==> src/rtl/wxr_pkg.sv <==
package wxr_pkg;
  localparam int NUM_PORTS = 5;
  localparam int P_LOCAL = 0;
  localparam int P_EAST  = 1;
  localparam int P_WEST  = 2;
  localparam int P_NORTH = 3;
  localparam int P_SOUTH = 4;

  typedef enum logic [1:0] {
    FK_HEAD   = 2'b00,
    FK_BODY   = 2'b01,
    FK_TAIL   = 2'b10,
    FK_SINGLE = 2'b11
  } flit_kind_e;

  function automatic logic closes_packet(input flit_kind_e k);
    return (k == FK_TAIL) || (k == FK_SINGLE);
  endfunction
endpackage

==> src/rtl/wxr_flit_fifo.sv <==
module wxr_flit_fifo #(
  parameter int WIDTH = 16,
  parameter int DEPTH = 2
) (
  input  logic             clk,
  input  logic             rst_n,
  input  logic             push,
  input  logic [WIDTH-1:0] push_data,
  input  logic             pop,
  output logic             full,
  output logic             nonempty,
  output logic [WIDTH-1:0] head
);
  localparam int PTR_W = (DEPTH > 1) ? $clog2(DEPTH) : 1;
  localparam int CNT_W = $clog2(DEPTH + 1);
  localparam logic [PTR_W-1:0] LAST = PTR_W'(DEPTH - 1);
  localparam logic [CNT_W-1:0] FULL_CNT = CNT_W'(DEPTH);

  logic [WIDTH-1:0] mem [DEPTH];
  logic [PTR_W-1:0] wr_ptr, rd_ptr;
  logic [CNT_W-1:0] count;

  assign full     = (count == FULL_CNT);
  assign nonempty = (count != '0);
  assign head     = mem[rd_ptr];

  always_ff @(posedge clk) begin
    if (!rst_n) begin
      wr_ptr <= '0;
      rd_ptr <= '0;
      count  <= '0;
    end else begin
      if (push) begin
        wr_ptr <= (wr_ptr == LAST) ? '0 : wr_ptr + 1'b1;
      end
      if (pop) begin
        rd_ptr <= (rd_ptr == LAST) ? '0 : rd_ptr + 1'b1;
      end
      case ({push, pop})
        2'b10:   count <= count + 1'b1;
        2'b01:   count <= count - 1'b1;
        default: count <= count;
      endcase
    end
  end

  always_ff @(posedge clk) begin
    if (push) mem[wr_ptr] <= push_data;
  end

  p_no_overflow_r11: assert property (@(posedge clk) disable iff (!rst_n)
    full |-> !push);
  p_no_underflow_r6: assert property (@(posedge clk) disable iff (!rst_n)
    pop |-> nonempty);
endmodule

==> src/rtl/wxr_xy_calc.sv <==
module wxr_xy_calc
  import wxr_pkg::*;
#(
  parameter int COORD_W = 3
) (
  input  logic [COORD_W-1:0]   my_x,
  input  logic [COORD_W-1:0]   my_y,
  input  logic [COORD_W-1:0]   dst_x,
  input  logic [COORD_W-1:0]   dst_y,
  output logic [NUM_PORTS-1:0] port_sel
);
  always_comb begin
    port_sel = '0;
    if (my_x < dst_x)      port_sel[P_EAST]  = 1'b1;
    else if (my_x > dst_x) port_sel[P_WEST]  = 1'b1;
    else if (my_y < dst_y) port_sel[P_SOUTH] = 1'b1;
    else if (my_y > dst_y) port_sel[P_NORTH] = 1'b1;
    else                   port_sel[P_LOCAL] = 1'b1;
  end

  always_comb begin
    a_calc_onehot_r6: assert ($countones(port_sel) == 1);
  end
endmodule

==> src/rtl/wxr_route_hold.sv <==
module wxr_route_hold
  import wxr_pkg::*;
(
  input  logic                 clk,
  input  logic                 rst_n,
  input  flit_kind_e           head_kind,
  input  logic [NUM_PORTS-1:0] calc_sel,
  input  logic                 fire,
  output logic [NUM_PORTS-1:0] route_sel,
  output logic                 pkt_open
);
  logic [NUM_PORTS-1:0] held_sel;

  assign route_sel = pkt_open ? held_sel : calc_sel;

  always_ff @(posedge clk) begin
    if (!rst_n) begin
      pkt_open <= 1'b0;
      held_sel <= '0;
    end else if (fire) begin
      if (!pkt_open && head_kind == FK_HEAD) begin
        pkt_open <= 1'b1;
        held_sel <= calc_sel;
      end else if (pkt_open && closes_packet(head_kind)) begin
        pkt_open <= 1'b0;
      end
    end
  end

  p_path_kept_r7: assert property (@(posedge clk) disable iff (!rst_n)
    (fire && !pkt_open && head_kind == FK_HEAD) |=> (pkt_open && route_sel == $past(route_sel)));
  p_release_r8: assert property (@(posedge clk) disable iff (!rst_n)
    (fire && pkt_open && closes_packet(head_kind)) |=> !pkt_open);
endmodule

==> src/rtl/wxr_route_unit.sv <==
module wxr_route_unit
  import wxr_pkg::*;
#(
  parameter int FLIT_W     = 16,
  parameter int COORD_W    = 3,
  parameter int FIFO_DEPTH = 2
) (
  input  logic                 clk,
  input  logic                 rst_n,
  input  logic [COORD_W-1:0]   my_x,
  input  logic [COORD_W-1:0]   my_y,
  input  logic                 in_valid,
  output logic                 in_ready,
  input  logic [FLIT_W-1:0]    in_flit,
  output logic                 out_valid,
  output logic [FLIT_W-1:0]    out_flit,
  output logic [NUM_PORTS-1:0] out_sel,
  input  logic [NUM_PORTS-1:0] out_ready
);
  localparam int KIND_MSB = FLIT_W - 1;
  localparam int DX_LSB   = COORD_W;
  localparam int DY_LSB   = 0;

  logic       fifo_full, fifo_nonempty, fire, push, pkt_open;
  logic [FLIT_W-1:0] head;
  logic [NUM_PORTS-1:0] calc_sel;
  flit_kind_e head_kind;

  assign in_ready  = !fifo_full;
  assign push      = in_valid && in_ready;
  assign out_valid = fifo_nonempty;
  assign out_flit  = head;
  assign head_kind = flit_kind_e'(head[KIND_MSB -: 2]);
  assign fire      = out_valid && |(out_sel & out_ready);

  wxr_flit_fifo #(.WIDTH(FLIT_W), .DEPTH(FIFO_DEPTH)) u_fifo (
    .clk(clk), .rst_n(rst_n), .push(push), .push_data(in_flit),
    .pop(fire), .full(fifo_full), .nonempty(fifo_nonempty), .head(head)
  );

  wxr_xy_calc #(.COORD_W(COORD_W)) u_calc (
    .my_x(my_x), .my_y(my_y),
    .dst_x(head[DX_LSB +: COORD_W]), .dst_y(head[DY_LSB +: COORD_W]),
    .port_sel(calc_sel)
  );

  wxr_route_hold u_hold (
    .clk(clk), .rst_n(rst_n), .head_kind(head_kind), .calc_sel(calc_sel),
    .fire(fire), .route_sel(out_sel), .pkt_open(pkt_open)
  );

  p_onehot_r6: assert property (@(posedge clk) disable iff (!rst_n)
    out_valid |-> ($countones(out_sel) == 1));
  p_stall_hold_r10: assert property (@(posedge clk) disable iff (!rst_n)
    (out_valid && !fire) |=> (out_valid && $stable(out_flit) && $stable(out_sel)));
  p_busy_has_data_r7: assert property (@(posedge clk) disable iff (!rst_n)
    (pkt_open && out_valid && head_kind != FK_HEAD) |-> !$isunknown(out_sel));
endmodule

==> config.mk <==
export PLATFORM = sky130hd
export DESIGN_NAME = wxr_route_unit
export DESIGN_NICKNAME = d
export VERILOG_FILES = /design/src/rtl/wxr_pkg.sv /design/src/rtl/wxr_flit_fifo.sv /design/src/rtl/wxr_xy_calc.sv /design/src/rtl/wxr_route_hold.sv /design/src/rtl/wxr_route_unit.sv
export SDC_FILE = /design/constraint.sdc
export NUM_CORES = 1
export LEC_CHECK = 0
export CAP_MARGIN = 20
export CORE_MARGIN = 4
export CORE_UTILIZATION = 35
export DETAILED_ROUTE_END_ITERATION = 12
export GPL_TIMING_DRIVEN = 0
export PLACE_DENSITY = 0.68
export SYNTH_ARGS = -nofsm -noshare
export SYNTH_HDL_FRONTEND = slang
export SYNTH_SLANG_ARGS = --single-unit
==> constraint.sdc <==
create_clock -name clk -period 4.16 [get_ports clk]
set_input_delay 0.832 -clock clk [delete_from_list [all_inputs] [get_ports clk]]
set_output_delay 0.832 -clock clk [all_outputs]
set_load 0.02 [all_outputs]
==> results of run 1 <==
-- critical path, cell delays in order --
cell,delay (ns)
clkdlybuf4s50_1,0.44
ha_1,0.33
and3_1,0.18
o21ai_1,0.15
or3_1,0.39
o21ai_0,0.17
clkdlybuf4s50_1,0.63
-- routing by layer --
| metal | global-route usage (%) | vias to the layer above | wire length [um] |
|---|---|---|---|
| met4 | 3.65 | 0 | 31 |
| met5 | 0 | - | 0 |
| met3 | 2.82 | 4 | 200 |
| met1 | 13.9 | 623 | 1660 |
| met2 | 20.4 | 31 | 1840 |
| li1 | - | 681 | - |
-- metrics by stage --
stage	utilization, %	instance area (um^2)
2_1_floorplan	-	1940
3_3_place_gp	48.6	2550
3_5_place_dp	48.9	2560
4_1_cts	50.5	2650
5_1_grt	50.5	2650
6_report	50.5	2650
-- power breakdown --
group / internal [mW] / switching (mW) / leakage (nW)
registers: 0.545 / 0.0286 / 0.389
logic: 0.334 / 0.383 / 0.513
clock network: 0.120 / 0.147 / 0.0408
total: 0.998 / 0.558 / 0.943
-- cell type report --
type                            count  area, um^2
Fill cell                         463        2590
Sequential cell                    43        1180
Multi-Input combinational cell     91         692
Timing Repair Buffer               53         532
Tap cell                           70        87.6
Clock buffer                        5        68.8
Inverter                           10        37.5
Buffer                              4        25.0
Clock inverter                      3        23.8
-- Yosys cell counts --
master	number	area [um^2]
mux2_2	10	113
o21a_1	1	7.51
o211ai_1	2	15.0
mux2i_1	7	70.1
o41ai_1	2	17.5
o31ai_2	1	12.5
nand3_1	1	5.00
buf_6	1	11.3
edfxtp_1	32	961
a41o_1	1	10.0
o311a_1	1	10.0
ha_1	7	87.6
xor2_1	2	17.5
nor4_1	1	6.26
o31ai_1	1	7.51
nor2_1	7	26.3
nand3b_1	1	7.51
clkinv_1	1	3.75
clkbuf_1	2	7.51
a2111oi_4	1	27.5
dfxtp_1	11	220
xnor2_1	1	8.76
nor3b_1	1	7.51
a22oi_1	2	15.0
or4_1	1	7.51
nand2b_1	2	12.5
and3_1	2	12.5
o21ai_0	7	35.0
a21o_1	1	7.51
inv_1	9	33.8
nand2_1	10	37.5
a21oi_1	8	40.0
o21ai_1	3	15.0
or3_1	6	37.5
mux2_4	1	15.0
buf_2	2	10.0
-- kinds of logic (layout without fill, tap and decap cells) --
group                    Yosys count  count (layout)  synth area share, %
AO/OA/AOI/OAI                     31              31                 11.4
AND/OR/NAND/NOR                   32              32                 8.26
multiplexers                      18              18                 10.2
buffers and inverters             15              75                 3.42
flip-flops                        43              43                 60.9
adder cells (fa/ha/maj)            7               7                 4.52
XOR/XNOR                           3               3                 1.36
-- path summary, 6_finish.rpt --
path / slack, ns / start / endpoint
worst max-delay path: 0.20 / my_x[2] / out_sel[0]
worst min-delay path: 0.47 / u_hold.held_sel[4] / u_hold.held_sel[4]
worst min register to register: 0.47 / u_hold.held_sel[4] / u_hold.held_sel[4]
worst max register to register: 0.69 / flop / u_fifo.count[1]
-- state kept, by name, indices dropped and copies added (netlist names), named ones only --
signal,cells
u_fifo.count,2
u_fifo.rd_ptr,1
u_fifo.mem,32
u_hold.held_sel,5
u_fifo.wr_ptr,1
u_hold.pkt_open,1
==> results.sh, run 1 <==
export IMPL_io_pin_count=53
export IMPL_cts_resized_gates=0
export IMPL_final_common_cell="clkdlybuf4s50_1"
export IMPL_cts_tree="built"
export IMPL_core_area_um2=5240
export IMPL_required_ns=3.33
export IMPL_start_util_pct=37.0
export IMPL_h_tree_depth=2
export IMPL_place_ws_ns=0.147
export IMPL_vias_per_cell=4.80
export IMPL_setup_tns_ns=0
export IMPL_io_buffers=52
export IMPL_final_cell_mix="52 x clkdlybuf4s50_1, 32 x edfxtp_1, 11 x dfxtp_1, 10 x nand2_1, 10 x mux2_2"
export IMPL_path_max_fanout=5
export IMPL_cts_setup_buffers=0
export IMPL_yosysSeqAreaShare_pct=60.9
export IMPL_criticalPathCategory="input pin to output pin"
export IMPL_ant_nets=0
export IMPL_wirelength_um=3730
export IMPL_syn_to_final_growth_pct=36.5
export IMPL_worst_setup_path_start_kind="input pin"
export IMPL_fin_skew_ns=0.00690
export IMPL_ir_drop_mv=0.328
export IMPL_gp_congestion=0.916
export IMPL_grt_start_max_net_pins=17
export IMPL_dpl_hpwl_um=2820
export IMPL_powerDensity_nw_per_um2=588
export IMPL_worstPathArrival_ns=3.13
export IMPL_wl_per_cell_um=13.4
export IMPL_drt_iter0_drc=54
export IMPL_leakagePower_nw=0.943
export IMPL_cts_hold_buf=0
export IMPL_slew_headroom_pct=50.1
export IMPL_drt_first_pass_iters=4
export IMPL_setup_viol=0
export IMPL_synth_seq_cells=43
export IMPL_hold_depth=2
export IMPL_fmax_ghz=0.253
export IMPL_finalNetCount=245
export IMPL_post_route_period_util_pct=95.1
export IMPL_syn_area_per_cell_um2=13.0
export IMPL_max_cap_violations=0
export IMPL_numCtsBuffers=5
export IMPL_status="complete, no violations"
export IMPL_power_mw=1.56
export IMPL_antenna_found_initial=0
export IMPL_finalHoldViolCount=0
export IMPL_die_w_um=82.4
export IMPL_synth_warnings=0
export IMPL_drive_gt1_share_pct=12.0
export IMPL_clkTransAtPathRegs_ns=0.09
export IMPL_syn_num_nets=186
export IMPL_overflow=0
export IMPL_clock_sinks=43
export IMPL_num_antenna_cells=0
export IMPL_drc_errors=0
export IMPL_grt_setup_unrepaired="false"
export IMPL_syn_area_um2=1940
export IMPL_num_vias=1339
export IMPL_synth_cells=149
export IMPL_yosysUniqueCellTypes=36
export IMPL_track_usage_pct=11.6
export IMPL_cp_end_kind="output pin"
export IMPL_root_buffer="clkbuf_8"
export IMPL_setup_slack_ns=0.202
export IMPL_tightest_slew_ns=0.749
export IMPL_finalCriticalPeriod_ns=3.96
export IMPL_slew_violations=0
export IMPL_num_rows=26
export IMPL_grt_pass1_vias=1344
export IMPL_die_y_um=82.4
export IMPL_dp_cells=272
export IMPL_clk_latency_ns=0.29
export IMPL_grt_pass1_wl_um=5980
export IMPL_fin_hold_ws_ns=0.468
export IMPL_dieArea_um2=6800
export IMPL_stdcell_count=279
export IMPL_r2r_cells=12
export IMPL_clk_path_buf_depth=2
export IMPL_hp_class="flop to flop"
No activity file was read; power rests on OpenSTA's default activity.
==> inputs of run 2 (changes only) <==
--- a/config.mk
+++ b/config.mk
@@ -9,8 +9,9 @@
 export CORE_MARGIN = 4
 export CORE_UTILIZATION = 35
 export DETAILED_ROUTE_END_ITERATION = 12
+export DONT_BUFFER_PORTS = 1
 export GPL_TIMING_DRIVEN = 0
-export PLACE_DENSITY = 0.68
+export PLACE_DENSITY = 0.56
 export SYNTH_ARGS = -nofsm -noshare
 export SYNTH_HDL_FRONTEND = slang
 export SYNTH_SLANG_ARGS = --single-unit
==> run 2 against run 1 <==
Via count down 11%. First-iteration DRC count decreased by 24%. Register-to-register slack worse by 0.19 ns. Global-route usage is 0.15 points higher. Clock power decreased by 7.5%. Design area decreased by 20%. Count of clock-buffer cells in the layout up 2. Flip-flop and latch count did not move. Critical path type is now flop to flop. Critical endpoint is now u_fifo.count[1].
==> results.sh, run 2 (same netlist as run 1, synthesis figures left out) <==
export IMPL_track_usage_pct=11.7
export IMPL_grt_pass1_wl_um=5850
export IMPL_root_buffer="clkbuf_8"
export IMPL_start_util_pct=37.0
export IMPL_gp_congestion=0.869
export IMPL_io_buffers=0
export IMPL_grt_setup_unrepaired="false"
export IMPL_io_pin_count=53
export IMPL_criticalPathCategory="flop to flop"
export IMPL_overflow=0
export IMPL_syn_to_final_growth_pct=9.23
export IMPL_post_route_period_util_pct=87.9
export IMPL_finalCriticalPeriod_ns=3.66
export IMPL_largestRegisters="u_fifo.mem (32), u_hold.held_sel (5), u_fifo.count (2)"
export IMPL_vias_per_cell=5.26
export IMPL_drt_first_pass_iters=4
export IMPL_r2r_cells=12
export IMPL_final_common_cell="edfxtp_1"
export IMPL_numCtsBuffers=5
export IMPL_largest_reg_flops=32
export IMPL_finalNetCount=193
export IMPL_stdcell_count=227
export IMPL_fin_skew_ns=0.00415
export IMPL_cts_setup_buffers=0
export IMPL_clk_latency_ns=0.28
export IMPL_hold_depth=2
export IMPL_wl_per_cell_um=16.4
export IMPL_path_max_fanout=16
export IMPL_dieArea_um2=6800
export IMPL_drt_iter0_drc=41
export IMPL_cts_resized_gates=0
export IMPL_h_tree_depth=2
export IMPL_hold_path_end="u_hold.held_sel[4]"
export IMPL_cts_tree="built"
export IMPL_dp_cells=220
export IMPL_regArea_um2=1180
export IMPL_max_cap_violations=0
export IMPL_required_ns=4.37
export IMPL_wirelength_um=3720
export IMPL_worstPathArrival_ns=3.87
export IMPL_clock_sinks=43
export IMPL_hp_start="u_hold.held_sel[4]"
export IMPL_final_cell_mix="32 x edfxtp_1, 11 x dfxtp_1, 10 x nand2_1, 10 x mux2_2, 9 x inv_1"
export IMPL_setup_viol=0
export IMPL_n_fill_cell=509
export IMPL_cts_hold_buf=0
export IMPL_r2r_end="u_fifo.count[1]"
export IMPL_grt_start_max_net_pins=17
export IMPL_num_vias=1193
export IMPL_leakagePower_nw=0.738
export IMPL_largest_register="u_fifo.mem"
export IMPL_drive_gt1_share_pct=14.6
export IMPL_core_area_um2=5240
export IMPL_slew_headroom_pct=49.8
export IMPL_power_mw=1.36
export IMPL_reg2reg_slack_ns=0.50
export IMPL_worst_setup_path_start_kind="flop"
export IMPL_fmax_ghz=0.273
export IMPL_finalHoldViolCount=0
export IMPL_status="complete, no violations"
export IMPL_slew_violations=0
export IMPL_hp_class="flop to flop"
export IMPL_drc_errors=0
export IMPL_ant_nets=0
export IMPL_clk_path_buf_depth=2
export IMPL_die_w_um=82.4
export IMPL_tightest_slew_ns=0.753
export IMPL_multi_input_area_um2=692
export IMPL_clkTransAtPathRegs_ns=0.07
export IMPL_ir_drop_mv=0.324
export IMPL_num_antenna_cells=0
export IMPL_num_rows=26
export IMPL_die_y_um=82.4
export IMPL_grt_pass1_vias=1253
export IMPL_fin_util_pct=40.4
export IMPL_setup_slack_ns=0.503
export IMPL_powerDensity_nw_per_um2=641
export IMPL_antenna_found_initial=0
export IMPL_place_ws_ns=-0.0380
export IMPL_dpl_hpwl_um=2910
export IMPL_cp_end_kind="flop"
## run 2: how the worst max path moves through the flow
stage / endpoint / depth (start not counted) / slack, ns
global route: u_fifo.count[1] / 12 / 0.30
floorplan: u_fifo.count[1] / 13 / 0.52
finish: u_fifo.count[1] / 12 / 0.50
detailed placement: u_fifo.count[1] / 13 / -0.04
CTS: u_fifo.count[1] / 12 / 0.47
global placement: u_fifo.count[1] / 13 / 0.07
## run 2: layout make-up
type	instances	area share (%)
Buffer	4	1.18
Clock buffer	7	3.60
Clock inverter	1	0.354
Inverter	10	1.77
Multi-Input combinational cell	91	32.7
Sequential cell	43	55.8
Tap cell	70	4.13
Timing Repair Buffer	1	0.532
## run 2: power by group
part	switching (mW)	internal (mW)
combinational	0.360	0.177
clock	0.129	0.119
sequential	0.0291	0.545
## run 2: worst max-delay path, stage by stage, from the launching register on
cell and delay [ns]:
dfxtp_1 0.33, buf_6 0.20, mux2_2 0.44, ha_1 0.28, and3_1 0.18, o21ai_1 0.21
o31ai_2 0.21, a2111oi_4 0.47, buf_2 0.29, nor2_1 0.07, ha_1 0.34, or3_1 0.39
a21oi_1 0.16
## run 2: through the flow
step,hold WS (ns),cell area [um^2],setup TNS [ns]
floorplan,0.435,1940,0
global placement,0.451,2030,0
detailed placement,0.461,2040,-0.0380
CTS,0.473,2120,0
global route,0.494,2120,0
finish,0.471,2120,0
## run 2: routing by layer
layer | vias to the layer above | part of all wire [%] | global-route usage, %
met3 | 4 | 7.9 | 4.99
li1 | 573 | - | -
met2 | 45 | 55 | 21.6
met5 | - | 0 | 0
met4 | 0 | 0.62 | 3.65
met1 | 571 | 37 | 11.9
